--- src/rtl/abtx_pkg.sv ---
package abtx_pkg;

  typedef enum logic [1:0] {
    ST_IDLE  = 2'd0,
    ST_START = 2'd1,
    ST_DATA  = 2'd2,
    ST_STOP  = 2'd3
  } txState_t;

  // strobes from the control to the datapath, at most one active per cycle
  typedef struct packed {
    logic loadByte;     // capture byte, drive start bit
    logic shiftOut;     // put next data bit on the line
    logic driveStop;    // drive the stop bit
    logic releaseLine;  // return the line to rest
  } txStrobe_t;

endpackage

--- src/rtl/abtx_ctrl.sv ---
module abtx_ctrl
  import abtx_pkg::*;
#(
  parameter int DATA_W     = 8,
  parameter int OVERSAMPLE = 8
) (
  input  logic      clk,
  input  logic      rst,
  input  logic      sendReq,
  input  logic      tickEn,
  input  logic      abortTx,
  output txStrobe_t strobe,
  output logic      txEnable,
  output logic      doneTx
);

  localparam int TICK_W = (OVERSAMPLE > 1) ? $clog2(OVERSAMPLE) : 1;
  localparam int BIT_W  = (DATA_W > 1) ? $clog2(DATA_W) : 1;
  localparam logic [TICK_W-1:0] TICK_LAST = TICK_W'(OVERSAMPLE - 1);
  localparam logic [BIT_W-1:0]  BIT_LAST  = BIT_W'(DATA_W - 1);

  txState_t          state, nextState;
  logic [TICK_W-1:0] tickCnt;
  logic [BIT_W-1:0]  bitCnt;
  logic              bitEnd;
  logic              doneNext;

  assign bitEnd = (state != ST_IDLE) && tickEn && (tickCnt == TICK_LAST);

  always_comb begin
    strobe    = '0;
    nextState = state;
    doneNext  = 1'b0;
    if (abortTx) begin
      strobe.releaseLine = 1'b1;
      nextState          = ST_IDLE;
    end else begin
      unique case (state)
        ST_IDLE: begin
          if (sendReq) begin
            strobe.loadByte = 1'b1;
            nextState       = ST_START;
          end
        end
        ST_START: begin
          if (bitEnd) begin
            strobe.shiftOut = 1'b1;
            nextState       = ST_DATA;
          end
        end
        ST_DATA: begin
          if (bitEnd) begin
            if (bitCnt == BIT_LAST) begin
              strobe.driveStop = 1'b1;
              nextState        = ST_STOP;
            end else begin
              strobe.shiftOut = 1'b1;
            end
          end
        end
        ST_STOP: begin
          if (bitEnd) begin
            strobe.releaseLine = 1'b1;
            nextState          = ST_IDLE;
            doneNext           = 1'b1;
          end
        end
        default: nextState = ST_IDLE;
      endcase
    end
  end

  always_ff @(posedge clk) begin
    if (rst) begin
      state   <= ST_IDLE;
      tickCnt <= '0;
      bitCnt  <= '0;
      doneTx  <= 1'b0;
    end else begin
      state  <= nextState;
      doneTx <= doneNext;

      if (abortTx || state == ST_IDLE) begin
        tickCnt <= '0;
      end else if (tickEn) begin
        tickCnt <= (tickCnt == TICK_LAST) ? '0 : tickCnt + TICK_W'(1);
      end

      if (state != ST_DATA || abortTx) begin
        bitCnt <= '0;
      end else if (bitEnd) begin
        bitCnt <= bitCnt + BIT_W'(1);
      end
    end
  end

  assign txEnable = (state != ST_IDLE);

endmodule

--- src/rtl/abtx_datapath.sv ---
module abtx_datapath
  import abtx_pkg::*;
#(
  parameter int DATA_W = 8
) (
  input  logic              clk,
  input  logic              rst,
  input  txStrobe_t         strobe,
  input  logic [DATA_W-1:0] dataIn,
  output logic              txLine
);

  logic [DATA_W-1:0] shiftReg;

  always_ff @(posedge clk) begin
    if (rst) begin
      shiftReg <= '0;
      txLine   <= 1'b1;
    end else if (strobe.releaseLine) begin
      txLine <= 1'b1;
    end else if (strobe.loadByte) begin
      shiftReg <= dataIn;
      txLine   <= 1'b0;
    end else if (strobe.shiftOut) begin
      txLine   <= shiftReg[0];
      shiftReg <= {1'b0, shiftReg[DATA_W-1:1]};
    end else if (strobe.driveStop) begin
      txLine <= 1'b1;
    end
  end

endmodule

--- src/rtl/abortable_uart_tx.sv ---
module abortable_uart_tx
  import abtx_pkg::*;
#(
  parameter int DATA_W     = 8,
  parameter int OVERSAMPLE = 8
) (
  input  logic              clk,
  input  logic              rst,
  input  logic              sendReq,
  input  logic [DATA_W-1:0] dataIn,
  input  logic              tickEn,
  input  logic              abortTx,
  output logic              txLine,
  output logic              txEnable,
  output logic              busy,
  output logic              doneTx
);

  txStrobe_t strobe;

  abtx_ctrl #(
    .DATA_W    (DATA_W),
    .OVERSAMPLE(OVERSAMPLE)
  ) u_ctrl (
    .clk     (clk),
    .rst     (rst),
    .sendReq (sendReq),
    .tickEn  (tickEn),
    .abortTx (abortTx),
    .strobe  (strobe),
    .txEnable(txEnable),
    .doneTx  (doneTx)
  );

  abtx_datapath #(
    .DATA_W(DATA_W)
  ) u_dp (
    .clk   (clk),
    .rst   (rst),
    .strobe(strobe),
    .dataIn(dataIn),
    .txLine(txLine)
  );

  assign busy = txEnable;

endmodule

--- config.mk ---
export PLATFORM = sky130hd
export DESIGN_NAME = abortable_uart_tx
export DESIGN_NICKNAME = d
export VERILOG_FILES = /design/src/rtl/abtx_pkg.sv /design/src/rtl/abtx_ctrl.sv /design/src/rtl/abtx_datapath.sv /design/src/rtl/abortable_uart_tx.sv
export SDC_FILE = /design/constraint.sdc
export NUM_CORES = 1
export LEC_CHECK = 0
export BUFFER_PORTS_ARGS = -buffer_cell sky130_fd_sc_hd__buf_2
export CORE_UTILIZATION = 37
export DETAILED_ROUTE_END_ITERATION = 8
export PLACE_DENSITY = 0.61
export SYNTH_ARGS = -nofsm -noshare
export SYNTH_HDL_FRONTEND = slang
export SYNTH_SLANG_ARGS = --single-unit
export TNS_END_PERCENT = 10
--- constraint.sdc ---
create_clock -name clk -period 1.9 [get_ports clk]
set_clock_uncertainty 0.1 [all_clocks]
set_input_delay 0.095 -clock clk [delete_from_list [all_inputs] [get_ports clk]]
set_output_delay 0.095 -clock clk [all_outputs]
set_load 0.02 [all_outputs]
After elaboration in Yosys (flattened, before gate mapping)
Index checks and enable logic that the tools add are counted.
- $add $sub $neg: 2
- bitwise logic cells: 1
- eq/ne operators: 11
- mux-type cells: 23
- reduce and logical (&&, ||, !) cells: 14
- operator list (kind ; count):
    8-bit two-way mux ; 2
    2-bit two-way mux ; 6
    1-bit two-way mux ; 11
    2-bit by 1-bit != test with 1-bit output, second input constant ; 4
    2-bit case mux with 4 select lines ; 1
    2-bit OR reduction ; 4
    3-bit by 1-bit adder with 3-bit output, second input constant ; 2
    3-bit equality test, second input constant ; 2
    3-bit two-way mux ; 2
    5-bit AND reduction ; 1
    2-bit equality test, second input constant ; 2
    2-bit != test, second input constant ; 2
    2-bit nonzero test ; 2
    3-bit nonzero test ; 1
    2-bit by 1-bit equality test with 1-bit output, second input constant ; 1
    1-bit logical AND ; 2
    2-bit logical NOT ; 1
    1-bit logical OR ; 2
    1-bit case mux with 2 select lines ; 1
    2-bit AND reduction ; 1
    1-bit NOT ; 1
- output and inout port bits: 4
- flip-flop bits (word level): 18
- word-level logic and storage cells: 57

Longest topological paths before layout
Gate-level depths: netlist of the first run.
- word-level depth: 9
- mapped depth: 7
- gate-level depth less buffers: 6

By module
A second synthesis of the first run with hierarchy kept.
- cells, all modules: 102
- area total of the unflattened synthesis: 998.5 µm²
- by module, submodules not included (module ; times used ; cells each ; seq. area each (µm²) ; area an instance (µm²)):
    abtx_ctrl ; 1 ; 60 ; 180.2 ; 526.8
    abtx_datapath ; 1 ; 41 ; 180.2 ; 464.2
    abortable_uart_tx ; 1 ; 1 ; 0.0 ; 7.5

Worst setup path before layout of the first run
Ideal clock, no wire load.
- kind: reg-to-reg
- from: reg u_ctrl.state[0]
- to: reg u_dp.shiftReg[0]
- slack: -165 ps
- cell stages (with the launch flop): 8
- required time: 1679 ps
- arrival time: 1844 ps
- path through: dfxtp_1 inv_1 ha_1 and3b_1 buf_6 o211ai_4 a221oi_4 mux2_2
- longest elaborated chain between the ends: 8
- ends and longest elaborated chain (what ; RTL line ; source):
    from (decl) ; abtx_ctrl.sv:22 ; txState_t state, nextState;
    from (signal assigned) ; abtx_ctrl.sv:80 ; state <= nextState;
    2-bit nonzero test ; abtx_ctrl.sv:28 ; assign bitEnd = (state != ST_IDLE) && tickEn && (tickCnt == TICK_LAST);
    1-bit logical AND (2 in series) ; abtx_ctrl.sv:28 ;
    2-bit two-way mux or 1-bit two-way mux (tied branches) ; abtx_ctrl.sv:52, abtx_ctrl.sv:46, abtx_ctrl.sv:62 ;
    1-bit case mux with 2 select lines or 1-bit two-way mux (tied branches) ; n/a ;
    3-bit two-way mux or 1-bit two-way mux (tied branches) ; abtx_ctrl.sv:34 ; if (abortTx) begin
    2-bit nonzero test (no line) or 1-bit NOT (tied branches) ; n/a ;
    2-bit AND reduction (no line) ; n/a ;
    to (signal assigned) ; abtx_datapath.sv:22 ; shiftReg <= dataIn;
    to (signal assigned) ; abtx_datapath.sv:26 ; shiftReg <= {1'b0, shiftReg[DATA_W-1:1]};
    to (decl) ; abtx_datapath.sv:13 ; logic [DATA_W-1:0] shiftReg;
Parallel ways exist; a longest one is shown, timed or not.
A chain may end at the register's enable or synchronous reset.

Worst setup path in the final report of the first run
- from: reg u_ctrl.tickCnt[1]
- to: reg u_dp.shiftReg[4]
- longest elaborated chain between the ends: 7
- ends and longest elaborated chain (what ; RTL line ; source):
    from (decl) ; abtx_ctrl.sv:23 ; logic [TICK_W-1:0] tickCnt;
    from (signal assigned) ; abtx_ctrl.sv:86 ; tickCnt <= (tickCnt == TICK_LAST) ? '0 : tickCnt + TICK_W'(1);
    3-bit equality test * ; abtx_ctrl.sv:28 ;
    1-bit logical AND * ; abtx_ctrl.sv:28 ;
    2-bit two-way mux or 1-bit two-way mux (tied branches) ; abtx_ctrl.sv:52, abtx_ctrl.sv:46, abtx_ctrl.sv:62 ;
    1-bit case mux with 2 select lines or 1-bit two-way mux (tied branches) ; n/a ;
    3-bit two-way mux or 1-bit two-way mux (tied branches) ; abtx_ctrl.sv:34 ;
    2-bit nonzero test (no line) or 1-bit NOT (tied branches) ; n/a ;
    2-bit AND reduction (no line) * ; n/a ;
Every way passes the cells marked *; elsewhere a longest branch is shown, timed or not.

==> summary.md, run 1 <==
| Metric | Value |
|---|---|
| Clock tree root driver cell | sky130_fd_sc_hd__clkbuf_4 |
| Max Clock Freq | 514.7 MHz |
| Post-synthesis net count | 127 |
| Min Tclk post-route | 1943 ps |
| Share of async-settable or async-resettable flops after synthesis | 0% |
| Post-synthesis to final-layout area growth | 32.32% |
| Portion of the clock cycle consumed by the worst path in the final layout | 102.3% |
| Iteration count of the initial detailed-routing pass | 4 |
| Share of total power in combinational logic | 17.8% |
| Initial core utilization | 40.46% |
| Hold Fails Final Rpt | 0 |
| Endpoint of the worst-slack reg-to-reg timing path | u_dp.shiftReg[4] |
| Post-detailed-placement half-perimeter wirelength | 1.567 mm |
| Library cell with the largest summed area after synthesis | sky130_fd_sc_hd__dfxtp_1 |
| Area fraction of the dominant cell type after synthesis | 34.99% |
| Number of synthesis warnings | 0 |
| Hold Crit Start | tickEn |
| Summed negative setup slack over all endpoints | -317.0 ps |
| I/O pin cnt | 17 |
| Unrepaired setup endpoints after global routing | true |
| Kind of critical path | reg2reg |
| Finished Cell Area | 0.001363 sq mm |
| Class of the most critical hold timing path | in2reg |
| Grt ovf | 0 |
| CP endpoint | u_dp.shiftReg[4] |
| CTS tree | built |
| Global-route wire length before repair | 3.505 mm |
| Post-synth design cell area | 0.001030 sq mm |
| Count of maximum capacitance violations | 0 |
| H-Tree Level Count | 1 |
| Avg Vias per Cell | 5.024 |
| Slew of the pin with the lowest slew margin | 334.6 ps |
| Result of the run | finished, violations left |
| Global-route usage over all layers | 16.49% |
| Detailed router's first-iteration violation count | 10 |
| Total routed wirelength | 2.031 mm |
| Synthesized flop and latch total | 18 |
| Clk sink count | 18 |
| Sw frac | 25.41% |
| Count of nets left with antenna violations after detail routing | 0 |
| Top cells by area, synth | sky130_fd_sc_hd__dfxtp_1 (35%), sky130_fd_sc_hd__mux2i_1 (13%), sky130_fd_sc_hd__ha_1 (9.7%) |
| Violations in the final reports | setup timing |
| Placer congestion estimate | 0.7921 |
| Critical Path Fanout Max | 8 |
| Net Sw Power | 0.1941 mW |
| Number of CTS-inserted buffers | 3 |
| Clock group share of total power | 31.1% |
| Post-detailed-route wirelength per cell | 12.16 microns |
| Core ar. | 0.002545 sq mm |
| Worst setup margin | -42.98 ps |
| Post-placement cell area | 0.001301 sq mm |
| Number of unique standard cell types used by synthesis | 29 |
| P_int | 0.5699 mW |
| Proportion of power drawn by flip-flops and latches | 51.0% |
| Die outline area | 0.002998 sq mm |
| Post-synthesis sequential area ratio | 34.99% |
| Critical R2R Launch | u_ctrl.tickCnt[1] |
| Flip-flop cell with the highest count after synthesis | sky130_fd_sc_hd__dfxtp_1 |
| Buffers inserted during post-CTS setup optimization | 0 |
| Remaining max-slew budget at the tightest pin | 77.61% |
| Maximum root-to-sink buffer count | 2 |
| Instance count of the mapped netlist | 106 |
| Worst path required time | 1990 ps |
| Finish-stage setup viols | 8 |
| Critical path arrival | 2030 ps |
| Vias in the first global route | 788 |
| Layout cells sized above 1 | 42.34% |
| Worst-case vdd ir drop | 0.3220 mV |
| Die X | 54.76 microns |
| Per-instance average area after synthesis | 9.715 sq um |
| Die extent in y | 54.76 microns |
| Crit. End Element | flop |
| EDFF count, synth | 0 |
| Source-to-sink clock delay at the later pin of the worst-skew pair | 290 ps |
| CTS clock-pin slew for the worst setup and hold paths | 110 ps |
| Pin count of the biggest net entering global routing | 19 |
| Routed vias | 839 |
| Slew Viols, Final | 0 |
| Hold-critical path depth | 3 |
| Antenna violations before repair | 0 |
| DRC violation count after routing | 0 |
| Number of buffers inserted by port buffering | 16 |
| Depth of the worst register-to-register path | 7 |
| Worst setup startpoint | u_ctrl.tickCnt[1] |
| Setup slack, reg-to-reg | -40 ps |
| Startpoint types | flop |
| Number of antenna repair diodes | 0 |
| Net total in the final layout | 159 |
| Power density over cell area | 560.8 mW/mm^2 |
| Leakage power of the design | 0.6303 nW |
| Site Rows | 18 |
[placed cells by master, fill, tap and decap left out, types with 2 or more instances in the layout]
cell and count:
sky130_fd_sc_hd__buf_4 12, sky130_fd_sc_hd__nor2_1 16, sky130_fd_sc_hd__clkbuf_4 3, sky130_fd_sc_hd__mux2i_1 13, sky130_fd_sc_hd__ha_4 3, sky130_fd_sc_hd__buf_2 16, sky130_fd_sc_hd__inv_1 4, sky130_fd_sc_hd__ha_1 4
sky130_fd_sc_hd__dlygate4sd3_1 2, sky130_fd_sc_hd__dfxtp_2 5, sky130_fd_sc_hd__a21oi_1 2, sky130_fd_sc_hd__inv_2 2, sky130_fd_sc_hd__nand2b_1 2, sky130_fd_sc_hd__mux2_4 7, sky130_fd_sc_hd__nand2_1 5, sky130_fd_sc_hd__dfxtp_1 13
sky130_fd_sc_hd__nor3_1 3, sky130_fd_sc_hd__nor2b_1 7
[repair_timing]
item / in CTS / in global routing
resized for setup: 3 / 0
hold endpoints to repair: 2 / 0
hold buffers: 2 / 0
endpoints found under the setup margin: 8 / 8
[per-stage QoR]
stage,setup WS (ps),util (%),instances,total power [mW],hold slack (ps)
floorplan,-104.4,-,106,0.4826,66.84
global placement,-74.19,51.13,161,0.5293,268.1
detailed placement,-127.0,51.13,161,0.5322,266.9
CTS,-62.97,53.54,167,0.7763,26.97
global route,-120.6,53.54,167,0.8029,48.65
finish,-42.98,53.54,167,0.7641,34.35
[power by group through the flow]
stage	sequential (mW)	clock [mW]	combinational (mW)
after floorplan	0.400	0	0.0826
after global placement	0.398	0	0.131
after detailed placement	0.399	0	0.134
after CTS	0.390	0.249	0.137
after global routing	0.391	0.262	0.150
final	0.390	0.238	0.136
[synthesized netlist by cell type, drive strengths merged (2+ instances only)]
library cell / n
nor3: 3
dfxtp: 18
mux2i: 13
nand2b: 2
inv: 6
nand2: 5
ha: 8
nor2: 16
a21oi: 2
buf: 3
nor2b: 8
mux2: 7
[worst min path at each step]
stage / end / slack, ps
finish: u_ctrl.tickCnt[1] / 30
global route: u_ctrl.tickCnt[1] / 50
CTS: u_ctrl.tickCnt[1] / 30
detailed placement: u_dp.shiftReg[7] / 270
global placement: u_dp.shiftReg[7] / 270
floorplan: u_ctrl.state[1] / 70
[routing by layer]
layer / track usage [%] / up-vias / routed length (microns)
met5: 0 / - / 0
met4: 7.692 / 0 / 27
met3: 2.500 / 2 / 76
met2: 26.31 / 17 / 954
met1: 21.50 / 396 / 972
li1: - / 424 / -
[sequential cells by signal (all words and copies together) (netlist names)]
register	count
u_dp.txLine	1
u_ctrl.bitCnt	3
u_ctrl.tickCnt	3
u_dp.shiftReg	8
u_ctrl.doneTx	1
u_ctrl.state	2
[layout make-up]
class | instances | area, sq um
fill | 253 | 1182
multi-input combinational | 78 | 689.4
sequential | 18 | 366.6
timing repair buffer | 31 | 210.2
tap | 30 | 37.54
clock buffer | 4 | 36.28
inverter | 6 | 22.52
[worst max-delay path: stages (launching register included)]
cell	delay (ps)
sky130_fd_sc_hd__dfxtp_2	370
sky130_fd_sc_hd__ha_4	140
sky130_fd_sc_hd__ha_4	110
sky130_fd_sc_hd__and3b_2	270
sky130_fd_sc_hd__o211ai_4	100
sky130_fd_sc_hd__a221oi_4	280
sky130_fd_sc_hd__buf_12	180
sky130_fd_sc_hd__mux2_4	290
[logic make-up (layout without fill, tap and decap cells)]
kind of cell	count (synthesis)	after routing	synth area share (%)
adders and majority gates	8	8	9.721
xor gates and xnor gates	1	1	0.8507
DFF	18	18	34.99
buffers and inverters	10	41	4.859
and+or+nand+nor	38	38	18.11
muxes	20	20	20.29
AOI/OAI and AO/OA	11	11	11.18
No activity file was read; power rests on OpenSTA's default activity.
==> inputs of run 2 (changes only) <==
- clock period: 1.9 -> 1.7 ns (I/O delays scaled with it)
==> summary.md, run 2 (synthesized netlist as in run 1, its figures left out) <==
| Metric | Value |
|---|---|
| Result of the run | finished, violations left |
| Violations in the final reports | setup timing |
| Post-detailed-placement half-perimeter wirelength | 1.595 mm (+1.8%) |
| Critical Path Fanout Max | 8 (unchanged) |
| Class of the most critical hold timing path | in2reg |
| Number of CTS-inserted buffers | 3 (unchanged) |
| H-Tree Level Count | 1 (unchanged) |
| Commonest cells after routing, fill and taps aside | sky130_fd_sc_hd__nor2_1 (16), sky130_fd_sc_hd__buf_2 (16), sky130_fd_sc_hd__buf_4 (16) |
| Routed vias | 846 (+0.83%) |
| Core ar. | 0.002545 sq mm (unchanged) |
| Slowest-stage cell, CP | sky130_fd_sc_hd__dfxtp_2 |
| Max FFs per register | 8 (unchanged) |
| Post-detailed-route wirelength per cell | 12.30 microns (+1.2%) |
| Worst path most repeated cell | sky130_fd_sc_hd__ha_4 |
| Count of maximum capacitance violations | 0 (unchanged) |
| Startpoint types | flop |
| Kind of critical path | reg2reg |
| Slew Viols, Final | 0 (unchanged) |
| Number of buffers inserted by port buffering | 16 (unchanged) |
| Die extent in y | 54.76 microns (unchanged) |
| Pin count of the biggest net entering global routing | 19 (unchanged) |
| Min Tclk post-route | 1931 ps (-11.91 ps) |
| Clock tree root driver cell | sky130_fd_sc_hd__clkbuf_4 |
| Final cell count without fillers | 171 (+2.4%) |
| Worst setup margin | -231.1 ps (-188.1 ps) |
| Final total power | 0.8202 mW (+7.3%) |
| Summed negative setup slack over all endpoints | -1825 ps (-1508 ps) |
| Hold Fails Final Rpt | 0 (unchanged) |
| Inst Count DP | 164 (+1.9%) |
| Antenna violations before repair | 0 (unchanged) |
| Net total in the final layout | 164 (+3.1%) |
| Post-Route Hold Slack | 61.06 ps (+26.71 ps) |
| Detailed router's first-iteration violation count | 13 (+3) |
| Power density over cell area | 584.7 mW/mm^2 (+4.3%) |
| Maximum root-to-sink buffer count | 2 (unchanged) |
| CTS tree | built |
| Grt ovf | 0 (unchanged) |
| Post-synthesis to final-layout area growth | 36.21% |
| Count of nets left with antenna violations after detail routing | 0 (unchanged) |
| Vias in the first global route | 765 (-2.9%) |
| DP Worst Slack | -375.4 ps (-248.5 ps) |
| Slew of the pin with the lowest slew margin | 364.7 ps (+30.08 ps) |
| Crit-path cells | ha_4, ha_4, and3b_2, o211ai_4, a221oi_4, buf_12, mux2_4 |
| Global-route usage over all layers | 16.33% (-0.16 points) |
| Portion of the clock cycle consumed by the worst path in the final layout | 113.6% (+11 points) |
| Finish-stage setup viols | 10 (+2) |
| Total routed wirelength | 2.104 mm (+3.6%) |
| Clk sink count | 18 (unchanged) |
| CTS clock-pin slew for the worst setup and hold paths | 110 ps (about the same) |
| Avg Vias per Cell | 4.947 (-1.5%) |
| Global-route wire length before repair | 3.415 mm (-2.6%) |
| I/O pin cnt | 17 (unchanged) |
| Initial core utilization | 40.46% (unchanged) |
| Critical path arrival | 2010 ps (-20 ps) |
| Source-to-sink clock delay at the later pin of the worst-skew pair | 290 ps (about the same) |
| Largest registers | u_dp.shiftReg x8, u_ctrl.bitCnt x3, u_ctrl.tickCnt x3 |
| Worst-case vdd ir drop | 0.4480 mV (+39%) |
| Site Rows | 18 (unchanged) |
| Die X | 54.76 microns (unchanged) |
| Worst path required time | 1780 ps (-210 ps) |
| Leakage power of the design | 0.6533 nW (+3.6%) |
| Critical Path Max Stage Delay | 370 ps (about the same) |
| Placer congestion estimate | 0.8330 (+5.2%) |
| Unrepaired setup endpoints after global routing | true |
| Number of antenna repair diodes | 0 (unchanged) |
| Die outline area | 0.002998 sq mm (unchanged) |
| Max Clock Freq | 517.8 MHz (+0.62%) |
| Layout cells sized above 1 | 43.26% (+0.93 points) |
| Reg with most FFs | u_dp.shiftReg |
| Remaining max-slew budget at the tightest pin | 75.60% (-2.0 points) |
| Iteration count of the initial detailed-routing pass | 4 (unchanged) |
| DRC violation count after routing | 0 (unchanged) |
| Crit. End Element | flop |
-- run 2: final timing paths --
path	depth (start not counted)	from	slack, ps	end
setup reg to reg	7	u_ctrl.tickCnt[1]	-230	u_dp.shiftReg[4]
hold / removal	4	dataIn[3]	60	u_dp.shiftReg[3]
hold reg to reg	2	u_dp.shiftReg[7]	400	u_dp.shiftReg[7]
setup / recovery	7	u_ctrl.tickCnt[1]	-230	u_dp.shiftReg[4]
-- run 2: area by class of cell --
class | count | area, sq um
clock buffers | 3 | 22.52
fillers | 240 | 1142
inverters | 6 | 22.52
multi-input cells | 78 | 703.2
flip-flops and latches | 18 | 365.4
well taps | 30 | 37.54
repair buffers | 36 | 251.5
-- run 2: stage by stage --
step	utilization (%)	cell area, sq um
final	55.11	1403
after global routing	55.11	1403
after CTS	54.77	1394
after detailed placement	52.02	1324
after global placement	52.02	1324
after floorplan	-	1101
-- run 2: power by group --
group	internal, mW	switching [mW]
Clock	0.0824	0.135
Sequential	0.430	0.00578
Combinational	0.0879	0.0793
-- run 2: critical path: cells and delay by family (launching register included) --
family	cells	cell delay, ps
buffers and inverters	1	170
adders and majority gates	2	250
muxes	1	300
and+or+nand+nor	1	250
DFF	1	370
AOI/OAI and AO/OA	2	370
-- run 2: layer usage --
| metal | GRT usage (%) | part of all wire [%] | routed length (microns) | vias up |
|---|---|---|---|---|
| li1 | - | - | - | 433 |
| met1 | 21.49 | 49 | 1028 | 394 |
| met2 | 25.70 | 47 | 987 | 17 |
| met3 | 2.500 | 3.3 | 69 | 2 |
| met4 | 7.692 | 0.90 | 19 | 0 |
| met5 | 0 | 0 | 0 | - |
-- run 2: repair_timing --
action / CTS / global route
hold buffers: 2 / 0
cloned: 0 / 0
hold endpoints to repair: 2 / 0
setup buffers: 2 / 0
resized for setup: 5 / 1
endpoints found under the setup margin: 11 / 11
pin swaps: 3 / 1
